## config.mk

```make
export PLATFORM = sky130hd
export DESIGN_NAME = asid_tlb
export DESIGN_NICKNAME = d
export VERILOG_FILES = /design/src/rtl/asid_tlb_pkg.sv /design/src/rtl/asid_tlb_array.sv /design/src/rtl/asid_tlb_victim.sv /design/src/rtl/asid_tlb_walk_ctl.sv /design/src/rtl/asid_tlb.sv
export SDC_FILE = /design/constraint.sdc
export NUM_CORES = 1
export LEC_CHECK = 0
export ABC_AREA = 0
export BUFFER_PORTS_ARGS = -buffer_cell sky130_fd_sc_hd__buf_2
export CAP_MARGIN = 25
export CORE_MARGIN = 2
export CORE_UTILIZATION = 41
export DETAILED_ROUTE_END_ITERATION = 16
export PLACE_DENSITY = 0.65
export SLEW_MARGIN = 20
export SYNTH_ARGS = -nofsm -noshare
export SYNTH_HDL_FRONTEND = slang
export SYNTH_SLANG_ARGS = --single-unit
```

## constraint.sdc

```tcl
create_clock -name clk_i -period 17.85 [get_ports clk_i]
set_input_delay 0 -clock clk_i [delete_from_list [all_inputs] [get_ports clk_i]]
set_output_delay 0 -clock clk_i [all_outputs]
set_load 0.02 [all_outputs]
```

## src/rtl/asid_tlb_pkg.sv

```systemverilog
package asid_tlb_pkg;
   localparam int unsigned SATP_W        = 64;
   localparam int unsigned MODE_LSB      = 60;
   localparam int unsigned MODE_W        = 4;
   localparam int unsigned ASID_LSB      = 44;
   localparam int unsigned ASID_MAX_W    = 16;
   localparam int unsigned ROOT_W        = 44;
   localparam logic [MODE_W-1:0] MODE_TRANSLATE = 4'h8;

   typedef enum logic [1:0] {
      ST_IDLE  = 2'd0,
      ST_WALK  = 2'd1,
      ST_DRAIN = 2'd2
   } walk_state_e;
endpackage

```

## src/rtl/asid_tlb_array.sv

```systemverilog
module asid_tlb_array #(
   parameter int unsigned NUM_ENTRIES = 8,
   parameter int unsigned VPN_W       = 27,
   parameter int unsigned PPN_W       = 44,
   parameter int unsigned PERM_W      = 8,
   parameter int unsigned ASID_W      = 16,
   parameter int unsigned IDX_W       = 3
) (
   input  logic                   clk_i,
   input  logic                   rst_ni,
   input  logic                   flush_i,
   input  logic [VPN_W-1:0]       lk_vpn_i,
   input  logic [ASID_W-1:0]      lk_asid_i,
   output logic                   lk_hit_o,
   output logic [PPN_W-1:0]       lk_ppn_o,
   output logic [PERM_W-1:0]      lk_perm_o,
   output logic [NUM_ENTRIES-1:0] vld_o,
   input  logic                   wr_en_i,
   input  logic [IDX_W-1:0]       wr_idx_i,
   input  logic [VPN_W-1:0]       wr_vpn_i,
   input  logic [ASID_W-1:0]      wr_asid_i,
   input  logic [PPN_W-1:0]       wr_ppn_i,
   input  logic [PERM_W-1:0]      wr_perm_i
);
   logic [NUM_ENTRIES-1:0] vld_q;
   logic [VPN_W-1:0]       vpn_q  [NUM_ENTRIES];
   logic [ASID_W-1:0]      asid_q [NUM_ENTRIES];
   logic [PPN_W-1:0]       ppn_q  [NUM_ENTRIES];
   logic [PERM_W-1:0]      perm_q [NUM_ENTRIES];
   logic [NUM_ENTRIES-1:0] match;
   logic                   wr_go;

   assign wr_go = wr_en_i && !flush_i;
   assign vld_o = vld_q;

   always_ff @(posedge clk_i) begin
      if (!rst_ni || flush_i) begin
         vld_q <= '0;
      end else if (wr_go) begin
         vld_q[wr_idx_i] <= 1'b1;
      end
   end

   always_ff @(posedge clk_i) begin
      if (wr_go) begin
         vpn_q[wr_idx_i]  <= wr_vpn_i;
         asid_q[wr_idx_i] <= wr_asid_i;
         ppn_q[wr_idx_i]  <= wr_ppn_i;
         perm_q[wr_idx_i] <= wr_perm_i;
      end
   end

   for (genvar g = 0; g < NUM_ENTRIES; g++) begin : g_cmp
      assign match[g] = vld_q[g] && (vpn_q[g] == lk_vpn_i) && (asid_q[g] == lk_asid_i);
   end

   // Slots are unique per (page, ASID), so an OR across matches selects one.
   always_comb begin
      lk_hit_o  = 1'b0;
      lk_ppn_o  = '0;
      lk_perm_o = '0;
      for (int i = 0; i < NUM_ENTRIES; i++) begin
         lk_hit_o  = lk_hit_o | match[i];
         lk_ppn_o  = lk_ppn_o  | ({PPN_W{match[i]}}  & ppn_q[i]);
         lk_perm_o = lk_perm_o | ({PERM_W{match[i]}} & perm_q[i]);
      end
   end
endmodule

```

## src/rtl/asid_tlb_victim.sv

```systemverilog
module asid_tlb_victim #(
   parameter int unsigned NUM_ENTRIES = 8,
   parameter int unsigned IDX_W       = 3
) (
   input  logic                   clk_i,
   input  logic                   rst_ni,
   input  logic [NUM_ENTRIES-1:0] vld_i,
   input  logic                   advance_i,
   output logic [IDX_W-1:0]       idx_o
);
   if (NUM_ENTRIES == 1) begin : g_single
      logic unused_victim;
      assign unused_victim = ^{vld_i, advance_i, clk_i, rst_ni};
      assign idx_o = '0;
   end else begin : g_multi
      logic [IDX_W-1:0] rr_q;
      logic [IDX_W-1:0] free_idx;
      logic             all_full;

      assign all_full = &vld_i;

      always_comb begin
         free_idx = '0;
         for (int i = NUM_ENTRIES - 1; i >= 0; i--) begin
            if (!vld_i[i]) free_idx = IDX_W'(i);
         end
      end

      always_ff @(posedge clk_i) begin
         if (!rst_ni) begin
            rr_q <= '0;
         end else if (advance_i && all_full) begin
            rr_q <= (rr_q == IDX_W'(NUM_ENTRIES - 1)) ? '0 : rr_q + 1'b1;
         end
      end

      assign idx_o = all_full ? rr_q : free_idx;
   end
endmodule

```

## src/rtl/asid_tlb_walk_ctl.sv

```systemverilog
module asid_tlb_walk_ctl
   import asid_tlb_pkg::*;
#(
   parameter int unsigned VPN_W = 27
) (
   input  logic             clk_i,
   input  logic             rst_ni,
   input  logic             miss_i,
   input  logic [VPN_W-1:0] miss_vpn_i,
   input  logic             cancel_i,
   input  logic             resp_valid_i,
   output logic             busy_o,
   output logic             walk_req_o,
   output logic [VPN_W-1:0] walk_vpn_o,
   output logic             refill_o
);
   walk_state_e      state_q;
   logic             req_q;
   logic [VPN_W-1:0] vpn_q;

   always_ff @(posedge clk_i) begin
      if (!rst_ni) begin
         state_q <= ST_IDLE;
         req_q   <= 1'b0;
         vpn_q   <= '0;
      end else begin
         req_q <= 1'b0;
         unique case (state_q)
            ST_IDLE: if (miss_i) begin
               state_q <= ST_WALK;
               req_q   <= 1'b1;
               vpn_q   <= miss_vpn_i;
            end
            ST_WALK: begin
               if (cancel_i)          state_q <= resp_valid_i ? ST_IDLE : ST_DRAIN;
               else if (resp_valid_i) state_q <= ST_IDLE;
            end
            ST_DRAIN: if (resp_valid_i) state_q <= ST_IDLE;
            default: state_q <= ST_IDLE;
         endcase
      end
   end

   assign busy_o     = (state_q != ST_IDLE);
   assign walk_req_o = req_q;
   assign walk_vpn_o = vpn_q;
   assign refill_o   = (state_q == ST_WALK) && resp_valid_i && !cancel_i;
endmodule

```

## src/rtl/asid_tlb.sv

```systemverilog
module asid_tlb
   import asid_tlb_pkg::*;
#(
   parameter int unsigned NUM_ENTRIES = 8,
   parameter int unsigned VPN_W       = 27,
   parameter int unsigned PPN_W       = 44,
   parameter int unsigned PERM_W      = 8,
   parameter int unsigned ASID_W      = 16
) (
   input  logic              clk_i,
   input  logic              rst_ni,
   input  logic [63:0]       satp_i,
   input  logic              sfence_i,
   input  logic [63:0]       sfence_vaddr_i,
   input  logic [15:0]       sfence_asid_i,
   input  logic              req_valid_i,
   output logic              req_ready_o,
   input  logic [VPN_W-1:0]  req_vpn_i,
   output logic              rsp_valid_o,
   output logic [PPN_W-1:0]  rsp_ppn_o,
   output logic [PERM_W-1:0] rsp_perm_o,
   output logic              ptw_req_valid_o,
   output logic [VPN_W-1:0]  ptw_req_vpn_o,
   input  logic              ptw_resp_valid_i,
   input  logic [PPN_W-1:0]  ptw_resp_ppn_i,
   input  logic [PERM_W-1:0] ptw_resp_perm_i
);
   localparam int unsigned IDX_W = (NUM_ENTRIES > 1) ? $clog2(NUM_ENTRIES) : 1;

   if (ASID_W < 1 || ASID_W > ASID_MAX_W) begin : g_bad_asid_w
      $error("asid_tlb: ASID_W must lie in 1..16");
   end
   if (PPN_W < VPN_W) begin : g_bad_ppn_w
      $error("asid_tlb: PPN_W must be at least VPN_W for pass-through");
   end
   if (NUM_ENTRIES < 1) begin : g_bad_depth
      $error("asid_tlb: NUM_ENTRIES must be at least 1");
   end

   logic [ASID_W-1:0]      cur_asid;
   logic [ASID_W-1:0]      asid_q;
   logic                   asid_chg;
   logic                   translate;
   logic                   accept;
   logic                   miss;
   logic                   busy;
   logic                   refill;
   logic                   lk_hit;
   logic [PPN_W-1:0]       lk_ppn;
   logic [PERM_W-1:0]      lk_perm;
   logic [NUM_ENTRIES-1:0] vld;
   logic [IDX_W-1:0]       victim;
   logic                   rsp_valid_q;
   logic [PPN_W-1:0]       rsp_ppn_q;
   logic [PERM_W-1:0]      rsp_perm_q;
   logic                   unused_bits;

   assign cur_asid  = satp_i[ASID_LSB +: ASID_W];
   assign translate = (satp_i[MODE_LSB +: MODE_W] == MODE_TRANSLATE);
   assign asid_chg  = (cur_asid != asid_q);
   assign unused_bits = ^{satp_i[ROOT_W-1:0], satp_i[ASID_LSB +: ASID_MAX_W],
                          sfence_vaddr_i, sfence_asid_i};

   always_ff @(posedge clk_i) begin
      if (!rst_ni) asid_q <= '0;
      else         asid_q <= cur_asid;
   end

   assign req_ready_o = !busy;
   assign accept      = req_valid_i && req_ready_o;
   assign miss        = accept && translate && !lk_hit;

   asid_tlb_array #(
      .NUM_ENTRIES(NUM_ENTRIES), .VPN_W(VPN_W), .PPN_W(PPN_W),
      .PERM_W(PERM_W), .ASID_W(ASID_W), .IDX_W(IDX_W)
   ) u_array (
      .clk_i     (clk_i),
      .rst_ni    (rst_ni),
      .flush_i   (sfence_i),
      .lk_vpn_i  (req_vpn_i),
      .lk_asid_i (cur_asid),
      .lk_hit_o  (lk_hit),
      .lk_ppn_o  (lk_ppn),
      .lk_perm_o (lk_perm),
      .vld_o     (vld),
      .wr_en_i   (refill),
      .wr_idx_i  (victim),
      .wr_vpn_i  (ptw_req_vpn_o),
      .wr_asid_i (cur_asid),
      .wr_ppn_i  (ptw_resp_ppn_i),
      .wr_perm_i (ptw_resp_perm_i)
   );

   asid_tlb_victim #(
      .NUM_ENTRIES(NUM_ENTRIES), .IDX_W(IDX_W)
   ) u_victim (
      .clk_i     (clk_i),
      .rst_ni    (rst_ni),
      .vld_i     (vld),
      .advance_i (refill && !sfence_i),
      .idx_o     (victim)
   );

   asid_tlb_walk_ctl #(
      .VPN_W(VPN_W)
   ) u_walk (
      .clk_i        (clk_i),
      .rst_ni       (rst_ni),
      .miss_i       (miss),
      .miss_vpn_i   (req_vpn_i),
      .cancel_i     (asid_chg),
      .resp_valid_i (ptw_resp_valid_i),
      .busy_o       (busy),
      .walk_req_o   (ptw_req_valid_o),
      .walk_vpn_o   (ptw_req_vpn_o),
      .refill_o     (refill)
   );

   always_ff @(posedge clk_i) begin
      if (!rst_ni) begin
         rsp_valid_q <= 1'b0;
         rsp_ppn_q   <= '0;
         rsp_perm_q  <= '0;
      end else begin
         rsp_valid_q <= refill || (accept && (!translate || lk_hit));
         if (refill) begin
            rsp_ppn_q  <= ptw_resp_ppn_i;
            rsp_perm_q <= ptw_resp_perm_i;
         end else if (accept) begin
            rsp_ppn_q  <= translate ? lk_ppn  : PPN_W'(req_vpn_i);
            rsp_perm_q <= translate ? lk_perm : '1;
         end
      end
   end

   assign rsp_valid_o = rsp_valid_q;
   assign rsp_ppn_o   = rsp_ppn_q;
   assign rsp_perm_o  = rsp_perm_q;
endmodule

```

==> impl_metrics.ini <==
[timing]
hold_violations = 0
max_slew_margin_pct = 27.80
setup_violations = 0
fmax_mhz = 230.7
setup_ws_ns = 13.52
tns_ns = 0
finalCritPeriodShare_pct = 24.29
fin_crit_ns = 4.335
skew_ns = 0.02615
worstMarginPinSlew_ns = 1.083
slew_viol_final = 0
rsz0062_at_grt = false

[critical_path]
rr_worst_depth = 9
arrival_ns = 4.60
worst_setup_path_start_kind = input port
cp_num_cells = 11
crit_fanout = 52
path_cells = dlygate4sd3_1, buf_2, xnor2_1, nand4_1, nor4_2, buf_4, nand3_4, nand4b_1, nor2_4, buf_4, buf_4
r2r_end = u_array.ppn_q[2][20]
timing.rr.start = asid_q[2]
path_buf_inv = 5
cp-end-kind = flip-flop
critPathTopFamily = buffers and inverters
critPathSlowestCell = buf_4
r2r_slack_ns = 13.78
path_common_cell = buf_4
crit_type = input port to flip-flop
worstPathRequired_ns = 18.11
max_stage_delay_ns = 0.89

[logic_synthesis]
synth_fp_nets = 2620
seq_area_frac_synth_pct = 70.54
syn_area_per_cell_um2 = 14.84
ys_async_sr_fraction_pct = 0
synth_enable_flop_cells = 760
synth_flop_cell = edfxtp_1
ys_seq_elements = 870
yosysWarnings = 0
yosys.cell_types.count = 61
syn_inst = 2390
synth_area_mm2 = 0.03548

[placement]
port_buffers = 185
dpl.cell_count = 3633
place.gp.congestion = 0.8942
dpl_cell_area_mm2 = 0.03752
place_ws_ns = 13.54
dp_hpwl_um = 65410

[die]
rows = 107
die_y_um = 298.2
die_w_um = 298.2
start_util_pct = 41.53
die_area_mm2 = 0.08889
core_mm2 = 0.08541
ioPinCount = 310

[routing]
vias = 23320
initialDrtViolationCount = 3002
via_per_inst = 5.978
post_drt_wl_per_cell_um = 28.94
wl_um = 112900
first_pass_iters = 6
remaining_drc_errors = 0
drtAntennaViolNets = 0

[global_routing]
grt_max_degree = 87
grt_pass1_wl_um = 160100
overflow = 0
antenna_found_initial = 5
gr-usage-all-layers_pct = 24.79
first_global_vias = 22790

[clock_tree]
clk_latency_ns = 0.66
cts_tree = built
cts_max_level = 3
clock_path_buffers = 3
clock-root-buffer = clkbuf_16
cts.sinks = 870
cts_made_buffers = 88
ctsHoldBuffers = 101
cts_setup_buffers = 0
ctsResizeCount = 0
path_clk_slew_ns = 0.06

[layout]
finish.net_count = 2910
drive_gt1_share_pct = 15.28
most-common-layout-cells = edfxtp_1, buf_2, xnor2_1, xor2_1, nand4_1
final_cells = 3901
area_growth_pct = 17.15
finalInstanceArea_mm2 = 0.04156
final_common_cell = edfxtp_1
nFillCells = 7312

[run_status]
status = complete, no violations

[pwr]
leakagePower_nw = 13.12
powerDensity_mw_per_mm2 = 104.4
power_mw = 4.337
peakVddDrop_mv = 0.08249

[min_path]
worstHoldPathType = input port to flip-flop
hold_path_startpoint = satp_i[61]
hold_path_end = rsp_ppn_o[3]
holdPathStages = 6

[job]
maxCapViolCount = 0
==> cells in the mapped netlist (3+ instances only) <==
cell	number	area [µm²]
and4_1	6	52.55
and3_1	44	275.3
clkbuf_1	49	183.9
nand4_1	146	913.4
a2111oi_0	3	26.28
nand3_1	8	40.04
buf_4	9	67.56
a21oi_1	71	355.3
o211ai_1	25	187.7
xnor2_1	175	1533
nor4b_1	8	70.07
clkbuf_8	16	220.2
nor2_1	60	225.2
or4_1	12	90.09
nor4_2	5	62.56
o21ai_0	26	130.1
buf_6	13	146.4
nor2b_1	8	50.05
a22oi_1	102	765.7
xor2_1	174	1524
dfxtp_1	110	2202
a222oi_1	34	340.3
and2_1	17	106.4
mux2i_1	29	290.3
o22ai_1	13	81.33
nor3_1	12	60.06
nand4b_1	10	87.58
buf_2	49	245.2
a31oi_1	19	118.9
inv_1	42	157.7
a211oi_1	13	97.59
a22o_1	6	52.55
edfxtp_1	760	22820
nand2_1	125	469.2
a221oi_1	5	43.79
o21a_1	25	187.7
o2111a_1	18	202.7
o2111ai_1	6	52.55
nand2b_1	22	137.6
nor4_1	88	550.5
==> tightest hold or removal path, cell delays in order <==
cell	delay, ns
buf_2	0.09
nor4b_2	0.08
nor2_1	0.16
a22oi_1	0.09
a21oi_1	0.15
o21a_1	0.13
==> flip-flops by register name (all words and copies together), names as in the netlist <==
name / count
u_array.ppn_q: 352
u_array.vpn_q: 216
u_array.asid_q: 128
u_array.perm_q: 64
rsp_ppn_o: 44
u_walk.walk_vpn_o: 27
asid_q: 16
rsp_perm_o: 8
u_array.vld_o: 8
u_victim.g_multi.rr_q: 3
u_walk.state_q: 2
rsp_valid_o: 1
u_walk.walk_req_o: 1
==> area by class of cell <==
class,count,area (µm²),share of cell area [%]
Multi-Input combinational cell,1339,9578,23.05
Tap cell,1144,1431,3.444
Sequential cell,870,25020,60.21
Clock buffer,110,2375,5.714
Clock inverter,56,645.6,1.554
Inverter,42,157.7,0.3793
Antenna cell,1,2.502,0.006021
Timing Repair Buffer,339,2345,5.642
==> power breakdown <==
part	total, mW	leakage, nW	internal [mW]	switching [mW]
combinational	0.208	4.27	0.0685	0.140
sequential	2.22	7.37	2.21	0.0102
clock	1.91	1.48	1.10	0.806
==> worst max path at each step <==
stage,to,slack (ns),start
detailed placement,u_array.ppn_q[4][23],13.54,satp_i[49]
global placement,u_array.perm_q[2][0],13.54,satp_i[49]
global route,u_array.ppn_q[4][13],13.35,satp_i[49]
floorplan,u_array.asid_q[4][0],8.66,satp_i[44]
CTS,u_array.ppn_q[4][13],13.59,satp_i[49]
finish,u_array.ppn_q[2][20],13.52,satp_i[49]
==> per-stage QoR <==
step	hold WS, ns	utilization, %
global route	0.1378	48.65
detailed placement	0.2039	43.93
finish	0.08209	48.66
CTS	0.06060	48.65
floorplan	0.07615	-
global placement	0.1953	43.91
==> kinds of logic (layout without fill, tap and decap cells) <==
family,count (synthesis),count (layout),synth area share (%)
DFF,870,870,70.54
and+or+nand+nor,585,585,9.375
AOI/OAI and AO/OA,374,374,7.636
xor gates and xnor gates,349,349,8.616
buffers and inverters,181,547,2.945
muxes,29,29,0.8183
adders and majority gates,2,2,0.07053
other,0,1,0
==> metal layers <==
metal	global-route usage (%)	routed length [µm]	vias up
li1	-	-	9873
met5	0	7	-
met1	32.61	43600	11780
met4	10.82	4578	2
met2	40.14	53440	1439
met3	4.682	11260	225
(Power assumes the default switching activity.)
